`src/rtl/hmb_pkg.sv`:
```
// Shared constants for the host mailbox: host register addresses and
// bit positions in the host control word and the DSP status word.
package hmb_pkg;
    // Host address map (data lanes start at ADDR_DATA, high byte first)
    localparam int ADDR_CTRL = 0;
    localparam int ADDR_CMD  = 1;
    localparam int ADDR_DATA = 2;

    // Host control register bits
    localparam int CB_HF0  = 0;
    localparam int CB_HF1  = 1;
    localparam int CB_HM0  = 2;
    localparam int CB_HM1  = 3;
    localparam int CB_INIT = 4;
    localparam int CTRL_W  = 5;

    // Extra read-only bits in the host control read-back
    localparam int RB_WIN_FULL  = 5;
    localparam int RB_STG_EMPTY = 6;

    // DSP status word bits
    localparam int SB_RXF = 0;
    localparam int SB_TXE = 1;
    localparam int SB_CMD = 2;
    localparam int SB_HF0 = 3;
    localparam int SB_HF1 = 4;
    localparam int SB_DMA = 7;

    // DSP mode value that hands DMA selection to the host
    localparam logic [2:0] MODE_HOSTSEL = 3'b100;
endpackage

```
`src/rtl/hmb_host_regs.sv`:
```
// Host-side register file: decodes host strobes, holds the host control
// flags/mode bits and the command request bit.
// Assumes one host access per cycle per strobe; reads have no side effect
// except the low-byte read reported through low_rd.
module hmb_host_regs
    import hmb_pkg::*;
#(
    parameter int ADDR_W = 3,
    parameter int NB     = 3
) (
    input  logic              clk,
    input  logic              rst_n,
    input  logic [ADDR_W-1:0] host_addr,
    input  logic              host_we,
    input  logic              host_re,
    input  logic [CTRL_W-1:0] ctrl_wdata,
    input  logic              cmd_ack,
    output logic [NB-1:0]     lane_we,
    output logic              data_rd,
    output logic              low_rd,
    output logic              init,
    output logic [1:0]        hflag,
    output logic [1:0]        hmode,
    output logic              cmd_req
);
    localparam logic [ADDR_W-1:0] CTRL_A = ADDR_W'(ADDR_CTRL);
    localparam logic [ADDR_W-1:0] CMD_A  = ADDR_W'(ADDR_CMD);
    localparam logic [ADDR_W-1:0] DLO_A  = ADDR_W'(ADDR_DATA);
    localparam logic [ADDR_W-1:0] DHI_A  = ADDR_W'(ADDR_DATA + NB - 1);

    logic in_data, ctrl_wr, cmd_wr;

    // Address decode for the host strobes
    always_comb begin
        in_data = (host_addr >= DLO_A) && (host_addr <= DHI_A);
        data_rd = host_re && in_data;
        low_rd  = host_re && (host_addr == DHI_A);
        ctrl_wr = host_we && (host_addr == CTRL_A);
        cmd_wr  = host_we && (host_addr == CMD_A);
        init    = ctrl_wr && ctrl_wdata[CB_INIT];
    end

    // Per-lane write enables, lane 0 = low byte at the highest data address
    for (genvar i = 0; i < NB; i++) begin : g_lane
        localparam logic [ADDR_W-1:0] LANE_A = ADDR_W'(ADDR_DATA + NB - 1 - i);
        assign lane_we[i] = host_we && (host_addr == LANE_A);
    end

    // Host control flags and mode bits
    always_ff @(posedge clk) begin
        if (!rst_n) begin
            hflag <= '0;
            hmode <= '0;
        end else if (ctrl_wr) begin
            hflag <= {ctrl_wdata[CB_HF1], ctrl_wdata[CB_HF0]};
            hmode <= {ctrl_wdata[CB_HM1], ctrl_wdata[CB_HM0]};
        end
    end

    // Command request bit: host write wins over DSP acknowledge
    always_ff @(posedge clk) begin
        if (!rst_n)       cmd_req <= 1'b0;
        else if (cmd_wr)  cmd_req <= ctrl_wdata[0];
        else if (cmd_ack) cmd_req <= 1'b0;
    end


    cmd_ack_clears_chk: assert property (@(posedge clk) disable iff (!rst_n)
        cmd_ack && !cmd_wr |=> !cmd_req);

    cmd_write_wins_chk: assert property (@(posedge clk) disable iff (!rst_n)
        cmd_wr && ctrl_wdata[0] |=> cmd_req);
endmodule

```
`src/rtl/hmb_dsp2host.sv`:
```
// DSP-to-host path: transmit holding register plus the host read window.
// A held word moves to an empty window one edge later unless the host is
// reading the window; reading the low byte empties the window.
module hmb_dsp2host #(
    parameter int WORD_W = 24
) (
    input  logic              clk,
    input  logic              rst_n,
    input  logic              tx_we,
    input  logic [WORD_W-1:0] tx_data,
    input  logic              data_rd,
    input  logic              low_rd,
    input  logic              init,
    output logic              tx_empty,
    output logic [WORD_W-1:0] win_word,
    output logic              win_full
);
    logic [WORD_W-1:0] hold_word;
    logic              move;

    // Transfer condition: word held, window free, no host read in progress
    assign move = !tx_empty && !win_full && !data_rd;

    // Holding register load
    always_ff @(posedge clk) begin
        if (!rst_n)     hold_word <= '0;
        else if (tx_we) hold_word <= tx_data;
    end

    // Transmit-empty flag: initialize, then DSP write, then transfer
    always_ff @(posedge clk) begin
        if (!rst_n)     tx_empty <= 1'b1;
        else if (init)  tx_empty <= 1'b1;
        else if (tx_we) tx_empty <= 1'b0;
        else if (move)  tx_empty <= 1'b1;
    end

    // Host read window and its full flag
    always_ff @(posedge clk) begin
        if (!rst_n) begin
            win_word <= '0;
            win_full <= 1'b0;
        end else if (move) begin
            win_word <= hold_word;
            win_full <= 1'b1;
        end else if (low_rd) begin
            win_full <= 1'b0;
        end
    end


    tx_write_clears_chk: assert property (@(posedge clk) disable iff (!rst_n)
        tx_we && !init |=> !tx_empty);

    no_move_in_read_chk: assert property (@(posedge clk) disable iff (!rst_n)
        $rose(win_full) |-> !$past(data_rd));

    low_read_empties_chk: assert property (@(posedge clk) disable iff (!rst_n)
        low_rd |=> !win_full);

    init_sets_empty_chk: assert property (@(posedge clk) disable iff (!rst_n)
        init |=> tx_empty);
endmodule

```
`src/rtl/hmb_host2dsp.sv`:
```
// Host-to-DSP path: byte-lane staging registers and the DSP receive register.
// Writing lane 0 (low byte) stages the word; it moves when receive is empty.
module hmb_host2dsp #(
    parameter int WORD_W = 24,
    parameter int BYTE_W = 8,
    parameter int NB     = WORD_W / BYTE_W
) (
    input  logic              clk,
    input  logic              rst_n,
    input  logic [NB-1:0]     lane_we,
    input  logic [BYTE_W-1:0] wdata,
    input  logic              rx_re,
    input  logic              init,
    output logic              stg_full,
    output logic [WORD_W-1:0] rx_word,
    output logic              rx_full
);
    logic [WORD_W-1:0] stg_word;
    logic              move;

    // One staging byte register per lane
    for (genvar i = 0; i < NB; i++) begin : g_stage
        logic [BYTE_W-1:0] lane_q;
        // Lane capture on host write
        always_ff @(posedge clk) begin
            if (!rst_n)          lane_q <= '0;
            else if (lane_we[i]) lane_q <= wdata;
        end
        assign stg_word[i*BYTE_W +: BYTE_W] = lane_q;
    end

    // Transfer condition: staged word present and receive register free
    assign move = stg_full && !rx_full;

    // Staging flag: low-byte write sets, transfer clears
    always_ff @(posedge clk) begin
        if (!rst_n)          stg_full <= 1'b0;
        else if (lane_we[0]) stg_full <= 1'b1;
        else if (move)       stg_full <= 1'b0;
    end

    // Receive register load
    always_ff @(posedge clk) begin
        if (!rst_n)    rx_word <= '0;
        else if (move) rx_word <= stg_word;
    end

    // Receive-full flag: initialize, then transfer, then DSP read
    always_ff @(posedge clk) begin
        if (!rst_n)     rx_full <= 1'b0;
        else if (init)  rx_full <= 1'b0;
        else if (move)  rx_full <= 1'b1;
        else if (rx_re) rx_full <= 1'b0;
    end


    dsp_read_clears_chk: assert property (@(posedge clk) disable iff (!rst_n)
        rx_re && rx_full |=> !rx_full);

    full_needs_stage_chk: assert property (@(posedge clk) disable iff (!rst_n)
        $rose(rx_full) |-> $past(stg_full));

    init_clears_full_chk: assert property (@(posedge clk) disable iff (!rst_n)
        init |=> !rx_full);
endmodule

```
`src/rtl/host_mailbox.sv`:
```
// Top of the host mailbox: joins the host register file and both data
// paths, forms the DSP status word, request levels and host read data.
// Assumes WORD_W is a whole number of BYTE_W lanes and BYTE_W >= 7.
module host_mailbox
    import hmb_pkg::*;
#(
    parameter int WORD_W = 24,
    parameter int BYTE_W = 8,
    parameter int ADDR_W = 3,
    parameter int STAT_W = 16
) (
    input  logic              clk,
    input  logic              rst_n,
    input  logic              dsp_tx_we,
    input  logic [WORD_W-1:0] dsp_tx_data,
    input  logic              dsp_rx_re,
    output logic [WORD_W-1:0] dsp_rx_data,
    input  logic              dsp_rx_ie,
    input  logic              dsp_tx_ie,
    input  logic              rx_dma_en,
    input  logic              tx_dma_en,
    input  logic [2:0]        dsp_mode,
    input  logic              cmd_ack,
    output logic [STAT_W-1:0] status,
    output logic              rx_irq,
    output logic              tx_irq,
    output logic              rx_dreq,
    output logic              tx_dreq,
    output logic              cmd_irq,
    input  logic [ADDR_W-1:0] host_addr,
    input  logic              host_we,
    input  logic              host_re,
    input  logic [BYTE_W-1:0] host_wdata,
    output logic [BYTE_W-1:0] host_rdata
);
    localparam int NB = WORD_W / BYTE_W;
    localparam logic [ADDR_W-1:0] CTRL_A = ADDR_W'(ADDR_CTRL);
    localparam logic [ADDR_W-1:0] CMD_A  = ADDR_W'(ADDR_CMD);

    logic [NB-1:0]     lane_we;
    logic              data_rd, low_rd, init, cmd_req;
    logic [1:0]        hflag, hmode;
    logic              tx_empty, win_full, stg_full, rx_full, dma_on;
    logic [WORD_W-1:0] win_word;

    hmb_host_regs #(.ADDR_W(ADDR_W), .NB(NB)) regs_i (
        .clk(clk), .rst_n(rst_n), .host_addr(host_addr), .host_we(host_we),
        .host_re(host_re), .ctrl_wdata(host_wdata[CTRL_W-1:0]),
        .cmd_ack(cmd_ack), .lane_we(lane_we), .data_rd(data_rd),
        .low_rd(low_rd), .init(init), .hflag(hflag), .hmode(hmode),
        .cmd_req(cmd_req)
    );

    hmb_dsp2host #(.WORD_W(WORD_W)) out_i (
        .clk(clk), .rst_n(rst_n), .tx_we(dsp_tx_we), .tx_data(dsp_tx_data),
        .data_rd(data_rd), .low_rd(low_rd), .init(init),
        .tx_empty(tx_empty), .win_word(win_word), .win_full(win_full)
    );

    hmb_host2dsp #(.WORD_W(WORD_W), .BYTE_W(BYTE_W), .NB(NB)) in_i (
        .clk(clk), .rst_n(rst_n), .lane_we(lane_we), .wdata(host_wdata),
        .rx_re(dsp_rx_re), .init(init), .stg_full(stg_full),
        .rx_word(dsp_rx_data), .rx_full(rx_full)
    );

    // DMA mode indication from DSP mode field and host mode bits
    assign dma_on = ((dsp_mode == MODE_HOSTSEL) && (|hmode))
                  || dsp_mode[0] || dsp_mode[1];

    // Status word assembly, unused bits held at zero
    always_comb begin
        status         = '0;
        status[SB_RXF] = rx_full;
        status[SB_TXE] = tx_empty;
        status[SB_CMD] = cmd_req;
        status[SB_HF0] = hflag[0];
        status[SB_HF1] = hflag[1];
        status[SB_DMA] = dma_on;
    end

    // Request levels from registered flags and enables
    always_comb begin
        rx_irq  = rx_full  && dsp_rx_ie;
        tx_irq  = tx_empty && dsp_tx_ie;
        rx_dreq = rx_full  && rx_dma_en;
        tx_dreq = tx_empty && tx_dma_en;
        cmd_irq = cmd_req;
    end

    // Host read multiplexer
    always_comb begin
        host_rdata = '0;
        if (host_re) begin
            if (host_addr == CTRL_A) begin
                host_rdata[CB_HF0]       = hflag[0];
                host_rdata[CB_HF1]       = hflag[1];
                host_rdata[CB_HM0]       = hmode[0];
                host_rdata[CB_HM1]       = hmode[1];
                host_rdata[RB_WIN_FULL]  = win_full;
                host_rdata[RB_STG_EMPTY] = !stg_full;
            end else if (host_addr == CMD_A) begin
                host_rdata[0] = cmd_req;
            end
            for (int i = 0; i < NB; i++) begin
                if (host_addr == ADDR_W'(ADDR_DATA + NB - 1 - i))
                    host_rdata = win_word[i*BYTE_W +: BYTE_W];
            end
        end
    end


    reserved_zero_chk: assert property (@(posedge clk) disable iff (!rst_n)
        status[6:5] == 2'b00 && status[STAT_W-1:8] == '0);
endmodule

```
`config.mk`:
```
export PLATFORM = sky130hd
export DESIGN_NAME = host_mailbox
export DESIGN_NICKNAME = d
export VERILOG_FILES = /design/src/rtl/hmb_pkg.sv /design/src/rtl/hmb_host_regs.sv /design/src/rtl/hmb_dsp2host.sv /design/src/rtl/hmb_host2dsp.sv /design/src/rtl/host_mailbox.sv
export SDC_FILE = /design/constraint.sdc
export NUM_CORES = 1
export LEC_CHECK = 0
export ABC_CLOCK_PERIOD_IN_PS = 2800
export CORE_UTILIZATION = 59
export CTS_CLUSTER_SIZE = 16
export DETAILED_ROUTE_END_ITERATION = 8
export DONT_BUFFER_PORTS = 1
export PLACE_DENSITY = 0.71
export RECOVER_POWER = 100
export SYNTH_ARGS = -nofsm -noshare
export SYNTH_HDL_FRONTEND = slang
export SYNTH_HIERARCHICAL = 1
export SYNTH_SLANG_ARGS = --single-unit
```
`constraint.sdc`:
```
create_clock -name clk -period 2.8 [get_ports clk]
set_input_delay 0.14 -clock clk [delete_from_list [all_inputs] [get_ports clk]]
set_output_delay 0.14 -clock clk [all_outputs]
set_load 0.005 [all_outputs]
```
# After elaboration in Yosys (flattened, before gate mapping)
# Cells that the tools add are included.
# Widths: inputs -> output; s select.
# totals
register_bits,105
input_bits,49
out_inout_bits,53
word_cells,71
# op_classes
order_cmp,2
eq_ne,5
muxes,18
bitwise_logic,1
reduce_logical,32
# ops
cell,count
$mux 8,4
$logic_and 1x1->1,17
$mux 1,12
$reduce_bool 2->1,5
$eq 3x2->1 const B,2
$eq 3x3->1 const B,2
$logic_not 1->1,5
$reduce_or 2->1,2
$eq 3x1->1 const B,1
$ge 3x2->1 const B,1
$le 3x3->1 const B,1
$logic_not 3->1,1
$mux 3,1
$logic_or 1x1->1,2
$mux 2,1
$not 1->1,1

# Depth between registers and ports, before layout
# Gate-level depths: netlist (run 1).
# logic_depth
word_depth,7
ltp_mapped,5
mapped_depth_nobuf,4

# Cells and area by module
# Netlist (run 1), hierarchy kept.
# modules_own_cells
module,instances,cells_each,area_each_um2,seq_area_each_um2
hmb_dsp2host,1,189,1949.4,1001.0
hmb_host2dsp,1,189,1883.1,1001.0
host_mailbox,1,66,470.5,0.0
hmb_host_regs,1,30,292.8,100.1

# Least setup slack after synthesis (run 1)
# No wires, ideal clock.
# synth_timing
kind,input to register
from,input port host_addr[2]
to,register out_i.win_word[10]
setup_ns,0.072
arrival_time_ns,1.194
required_time_ns,2.728
setup_slack_ns,1.534
cell_stages,5
path_buffers,1
cell_sequence,nor3b_1 -> o21a_1 -> nor3_4 -> buf_8 -> mux2i_1
# synth_between
elab_chain_len,5
word_cells_on_any_way,6
classes_between,2 x order compare; 4 x reduce/logical
# synth_rtl
item,line,source
"start, declared",host_mailbox.sv:30,"input logic [ADDR_W-1:0] host_addr,"
$ge 3x2->1 / $le 3x3->1 (equally long branches),hmb_host_regs.sv:35,in_data = (host_addr >= DLO_A) && (host_addr <= DHI_A);
$logic_and 1x1->1 *,hmb_host_regs.sv:35,
$logic_and 1x1->1 *,hmb_host_regs.sv:36,data_rd = host_re && in_data;
named net data_rd,host_mailbox.sv:41,"logic data_rd, low_rd, init, cmd_req;"
$logic_not 1->1 *,hmb_dsp2host.sv:22,assign move = !tx_empty && !win_full && !data_rd;
$logic_and 1x1->1 *,hmb_dsp2host.sv:22,
"end signal, assigned",hmb_dsp2host.sv:44,win_word <= hold_word;
"end, declared",hmb_dsp2host.sv:15,"output logic [WORD_W-1:0] win_word,"
# Mark *: on every way through the listed nets, which the timed path passes. The rest lies on a longest branch.
# A chain may end at the register's enable or synchronous reset.

# Worst setup path in the final report (run 1)
# layout_timing
from,input port host_addr[0]
to,register out_i.tx_empty
# layout_between
word_cells_on_any_way,11
classes_between,2 x order compare; 9 x reduce/logical
# layout_rtl
item,line,source
$logic_not 3->1,hmb_host_regs.sv:38,ctrl_wr = host_we && (host_addr == CTRL_A);
$logic_and 1x1->1,hmb_host_regs.sv:38,
$logic_and 1x1->1,hmb_host_regs.sv:40,init = ctrl_wr && ctrl_wdata[CB_INIT];
named net init,host_mailbox.sv:41,
$reduce_or 2->1 (no source line),n/a,
"end signal, assigned",hmb_dsp2host.sv:32,if (!rst_n) tx_empty <= 1'b1;
"end signal, assigned",hmb_dsp2host.sv:33,else if (init) tx_empty <= 1'b1;
"end signal, assigned",hmb_dsp2host.sv:34,else if (tx_we) tx_empty <= 1'b0;
"end, declared",hmb_dsp2host.sv:14,"output logic tx_empty,"
# The timed path passes the listed nets, and every way through them passes these cells.

==> results of run 1 <==
==> worst paths after layout <==
check                                                from                  to  slack [ns]  depth (start not counted)
worst max register to register             out_i/tx_empty  out_i/win_word[17]        1.16                          3
worst max-delay path                         host_addr[0]      out_i/tx_empty        0.72                          6
worst min-delay path                        host_wdata[4]        in_i/rx_full        0.02                          2
worst min register to register  in_i/g_stage[0].lane_q[1]     in_i/rx_word[1]        0.46                          2
==> through the flow <==
stage	power, W	setup slack, ns
CTS	0.00278	1.08
detailed placement	0.00174	1.12
global placement	0.00174	1.22
floorplan	0.00178	1.53
finish	0.00275	0.722
global route	0.00287	0.604
==> sequential cells by signal, summed over array words and instances, names as in the netlist, 2 cells and up <==
name,flops
out_i/hold_word,24
out_i/win_word,24
regs_i/hflag,2
regs_i/hmode,2
in_i/g_stage.lane_q,24
in_i/rx_word,24
==> area by class of cell <==
cell class	instances	area (µm²)	area share [%]
multi-input cells	333	2180	43.0
clock inverters	4	51.3	1.01
flip-flops and latches	105	2100	41.4
well taps	99	124	2.44
repair buffers	43	453	8.93
clock buffers	12	155	3.06
inverters	1	3.75	0.0740
==> logic make-up (layout without fill, tap and decap cells) <==
kind of cell	count (synthesis)	after routing	synth area share, %
DFF	105	105	45.7
other	1	10	0.0816
AOI/OAI and AO/OA	19	19	2.94
buffers and inverters	45	60	7.02
and+or+nand+nor	193	193	20.0
muxes	111	111	24.2
==> worst max-delay path, delay by kind of cell <==
family | cells | cell delay, ns
compound gates | 1 | 0.06
buf+inv | 2 | 1.10
simple gates | 3 | 1.08
==> power groups by stage <==
stage / Sequential [W] / Clock [W] / Combinational [W]
CTS: 0.00156 / 0.000981 / 0.000239
detailed placement: 0.00160 / 0 / 0.000149
finish: 0.00156 / 0.000955 / 0.000237
floorplan: 0.00159 / 0 / 0.000194
global placement: 0.00159 / 0 / 0.000144
global route: 0.00157 / 0.00104 / 0.000259
==> layer usage <==
metal	vias to the layer above	share of wire, %	global-route usage (%)
met3	14	4.7	5.05
li1	1588	-	-
met4	0	1.7	8.47
met5	-	0	0
met2	83	45	37.5
met1	1471	48	31.9
==> repair_timing <==
action                     4_1_cts  5_1_grt
setup buffers                    0        0
hold buffers                    41        0
setup endpoints to repair        0        0
hold endpoints to repair       104        0
==> placed cells by master (no fill, tap or decap), drive strengths merged <==
cell	count
clkinvlp	1
buf	4
clkinv	2
nor2b	29
or3b	1
or2	2
conb	10
nor2	28
dfxtp	105
a2111oi	1
o21ai	4
and4b	1
inv	1
mux2i	111
nor4b	1
and2	11
o21a	3
nand2b	2
nand3b	1
dlygate4sd3	39
bufinv	1
nor3	1
nand4	2
and4bb	2
clkbuf	12
a2bb2oi	2
nand2	110
o221ai	1
o22ai	4
a21oi	3
and3	1
o21ba	1
nor3b	1
==> reports/qor.txt, run 1 <==
status -> completed
WP data arrival -> 2.38 ns
P_leak -> 1.84 nW
count leader, synth -> mux2i_1
Post-Route WL -> 9.33 mm
slowest CP cell -> nor4b_1
clock latency on the worst-skew pair -> 0.36 ns
Port Buffer Count -> 0
synth cell count leaders -> 111 x mux2i_1, 110 x nand2_1, 105 x dfxtp_1, 28 x nor2_1, 26 x nor2b_1
PD cells -> 543 nW/µm²
top_reg_cell synth -> dfxtp_1
asr flop ratio synth -> 0%
Switching Share -> 23.1%
via density per instance -> 5.29
synth-to-layout area growth -> 10.4%
vias -> 3,156
sequential-to-total area share from yosys stat -> 45.7%
Final Hold Fails -> 0
Max Buffers Root-to-Sink -> 2
area leader, netlist -> dfxtp_1
count of cell types in the netlist -> 37
CP max FO -> 17
pin count of the biggest net entering global routing -> 131
IO Pins -> 102
DRC -> 0
Startpoint Class -> input port
share of layout cells above drive strength 1 -> 5.82%
clk root buf -> clkbuf_8
Critical Path Max Stage Delay -> 0.73 ns
Die Ht -> 90.3 µm
final instance area -> 5070 µm²
critical path cell sequence -> dlygate4sd3_1 -> nor4b_1 -> and2_2 -> nor2b_1 -> o21ai_0 -> dlygate4sd3_1
unrepaired setup endpoints after global routing -> no
first-pass GRT wire length -> 15.3 mm
synthesized area -> 4600 µm²
type of the worst setup path -> in -> reg
VDD IR max -> 0.000333 V
Min Hold Slack -> 0.0230 ns
GRT Total Usage -> 23.6%
Final Critical Period -> 2.08 ns
Slew Limit Fails -> 0
CTS tree -> yes
CP endpoint kind -> flop
# setup viols final -> 0
Slew @ Worst Pin -> 0.815 ns
die area -> 8150 µm²
Pint -> 0.00212 W
most common cell type on the critical path -> dlygate4sd3_1
YS warnings -> 6
Core Region -> 7410 µm²
DRT iter0 DRCs -> 106
DIE WIDTH -> 90.3 µm
non-filler cells, final -> 597
gr ovfl total -> 0
vias in the first global route -> 3,151
Fill cells -> 615
Net Sw Power -> 0.000637 W
number of flops mapped to enable cells by yosys -> 0
Post-Synthesis Cells -> 474
n_diodes -> 0
clock share of power -> 34.7%
worst hold path class -> in -> reg
Initial Util -> 62.0%
final core occ -> 68.5%
final period utilization -> 74.2%
Max Cap Viol -> 0
clock sink total -> 105
clock skew -> 0.00959 ns
Placed Area -> 4450 µm²
top cells by area, synth -> dfxtp_1 46%, mux2i_1 24%, nand2_1 9.0%, nor2b_1 3.5%, buf_4 3.3%
dpl cells -> 540
Critical Path RT -> 3.10 ns
total CTS buffers -> 9
Routed Antenna Nets -> 0
GPL Wtd Cong -> 0.820
Avg Cell Area, Syn -> 9.70 µm²
post-CTS sizing -> 0
number of synthesized register bits -> 105
logic gate share of total power -> 8.6%
top cell type's share of synthesized area -> 45.7%
nets@finish -> 542
TNS Setup -> 0 ns
row count -> 31
dpl hpwl -> 5.94 mm
initial antenna violation count -> 0
Worst slew margin -> 44.9%
wire length per cell -> 15.6 µm
max frequency -> 0.481 GHz
DRT Pass-1 Iters -> 4
Seq pwr share -> 56.7%
Worst-path clk slew -> 0.09 ns
CTS H-tree depth -> 3
Note: power is estimated with default switching activity, not from simulation.
==> run 2: changes to the inputs <==
- ABC_CLOCK_PERIOD_IN_PS: 2800 -> 2000
- clock period: 2.8 -> 2 ns (I/O delays scaled with it)
==> run 2 against run 1 <==
- global-route usage rose by 1.8 points
- sequential power rose by 40%
- sequential share of layout area fell by 1.1 points
- clock skew rose by 0.0018 ns
- worst setup slack got worse by 0.59 ns
- combinational power rose by 44%
- clock power rose by 16%
- final area rose by 2.7%
- wire length rose by 6.5%
- register-to-register slack got worse by 0.94 ns
- total power rose by 32%
- non-clock buffer count rose by 19
- critical path type unchanged
==> reports/qor.txt, run 2 (synthesized netlist as in run 1, its figures left out) <==
status -> completed
share of layout cells above drive strength 1 -> 5.05% (-0.77 points)
clock sink total -> 105 (unchanged)
type of the worst setup path -> in -> reg
DRT Pass-1 Iters -> 4 (unchanged)
Slew Limit Fails -> 0 (unchanged)
clock latency on the worst-skew pair -> 0.36 ns (about the same)
Final Critical Period -> 1.87 ns
initial antenna violation count -> 0 (unchanged)
Max Buffers Root-to-Sink -> 2 (unchanged)
Fill cells -> 593 (-3.6%)
Worst slew margin -> 49.0% (+4.2 points)
vias in the first global route -> 3,178 (+0.86%)
Final Hold Fails -> 0 (unchanged)
cells on worst reg2reg path -> 4 (+1)
GPL Wtd Cong -> 0.815 (-0.57%)
P_leak -> 1.92 nW (+4.1%)
Min Hold Slack -> 0.0606 ns (+0.0376 ns)
Core Region -> 7410 µm² (unchanged)
Post-Route WL -> 9.94 mm (+6.5%)
commonest cells after routing, fill and taps aside -> 111 x mux2i_1, 110 x nand2_1, 105 x dfxtp_1
wire length per cell -> 16.2 µm (+3.6%)
worst hold path class -> in -> reg
commonest non-fill, non-tap cell in the layout -> mux2i_1
vias -> 3,192 (+1.1%)
final period utilization -> 93.5%
Worst R2R Setup Slack -> 0.22 ns (-0.94 ns)
Routed Antenna Nets -> 0 (unchanged)
crit-path leading delay family -> buffers and inverters
critical path cell sequence -> dlygate4sd3_1 -> nand2_1 -> dlygate4sd3_1 -> mux2i_1 -> dlygate4sd3_1
Critical Path RT -> 2.31 ns (-0.79 ns)
Worst-path clk slew -> 0.09 ns (about the same)
row count -> 31 (unchanged)
worst r2r dst -> in_i/rx_word[16]
slowest CP cell -> dlygate4sd3_1
clk root buf -> clkbuf_8
Critical Path Max Stage Delay -> 0.67 ns (-0.06 ns)
clock skew -> 0.0114 ns (+0.00177 ns)
DIE WIDTH -> 90.3 µm (unchanged)
CP endpoint kind -> flop
CTS tree -> yes
Die Ht -> 90.3 µm (unchanged)
total CTS buffers -> 9 (unchanged)
most common cell type on the critical path -> dlygate4sd3_1
via density per instance -> 5.20 (-1.7%)
Initial Util -> 62.0% (unchanged)
DR WL met3 -> 471 µm (+7.3%)
CP max FO -> 4 (-13)
n_diodes -> 0 (unchanged)
IO Pins -> 102 (unchanged)
WP data arrival -> 2.18 ns (-0.20 ns)
unrepaired setup endpoints after global routing -> no
dpl hpwl -> 5.88 mm (-0.92%)
nets@finish -> 561 (+3.5%)
first-pass GRT wire length -> 16.2 mm (+5.8%)
pin count of the biggest net entering global routing -> 100 (-24%)
max layer used -> met4
Max Cap Viol -> 0 (unchanged)
number of cells on the critical path -> 5 (-1)
die area -> 8150 µm² (unchanged)
wl on met1 -> 4.72 mm (+4.4%)
PD cells -> 698 nW/µm² (+29%)
FF-to-FF Start -> in_i/stg_full
CP endpoint -> regs_i/hmode[0]
Slew @ Worst Pin -> 0.764 ns (-0.0513 ns)
hold_sp -> host_we
# setup viols final -> 0 (unchanged)
worst setup path start -> host_wdata[2]
DRT iter0 DRCs -> 155 (+46%)
met2 wire length -> 4.53 mm (+7.6%)
VDD IR max -> 0.000367 V (+10%)
Port Buffer Count -> 0 (unchanged)
DRC -> 0 (unchanged)
GRT Total Usage -> 25.4% (+1.8 points)
TNS Setup -> 0 ns (unchanged)
max frequency -> 0.535 GHz
Startpoint Class -> input port
synth-to-layout area growth -> 13.3%
critical path buffer and inverter count -> 3 (+1)
post-CTS sizing -> 0 (unchanged)
CTS H-tree depth -> 3 (unchanged)
gr ovfl total -> 0 (unchanged)
run 2: cell count changes in the layout (fill, tap and decap cells not counted), sizes merged:
cell	previous run	this run
clkinvlp	1	2
dlygate4sd3	39	57
bufinv	1	0
clkinv	2	1
run 2: worst min path at each step:
stage | end | slack [ns] | depth (start not counted)
finish | regs_i/cmd_req | 0.06 | 2
global placement | out_i/tx_empty | 0.20 | 1
global route | regs_i/cmd_req | 0.07 | 2
CTS | regs_i/cmd_req | 0.05 | 2
detailed placement | out_i/tx_empty | 0.20 | 1
floorplan | in_i/rx_full | 0.20 | 1
run 2: worst reg2reg max path, cell delays in order (launching register included):
cell,delay (ns)
dfxtp_1,0.39
nor2b_1,0.15
buf_4,0.39
mux2i_1,0.25
dlygate4sd3_1,0.56
run 2: layout make-up:
type	count	area [µm²]	share of cell area [%]
Clock buffer	11	131	2.52
Clock inverter	3	20.0	0.384
Inverter	1	3.75	0.0721
Multi-Input combinational cell	333	2190	42.0
Sequential cell	105	2100	40.4
Tap cell	99	124	2.38
Timing Repair Buffer	62	637	12.2
run 2: layer usage:
layer | track usage [%] | up-vias
li1 | - | 1621
met1 | 33.2 | 1472
met2 | 40.3 | 84
met3 | 5.22 | 15
met4 | 12.2 | 0
met5 | 0 | -
run 2: report_power, final:
group	switching [W]	leakage (nW)	internal, W
clock network	0.000672	0.0713	0.000438
logic	0.000164	0.996	0.000178
registers	0.0000371	0.853	0.00215
run 2: metrics by stage:
step	setup slack [ns]	instances	cell area, µm²	total power [W]	utilization (%)
2_1_floorplan	0.774	483	4630	0.00249	-
4_1_cts	0.232	614	5230	0.00366	70.5
6_report	0.130	614	5210	0.00364	70.3
3_3_place_gp	0.734	541	4460	0.00244	60.2
5_1_grt	0.0838	614	5210	0.00377	70.3
3_5_place_dp	0.643	541	4460	0.00244	60.2
run 2: what timing repair did:
action / 4_1_cts / 5_1_grt
hold buffers: 59 / 0
setup endpoints to repair: 0 / 0
endpoints found under the hold margin: 104 / 0
setup buffers: 0 / 0
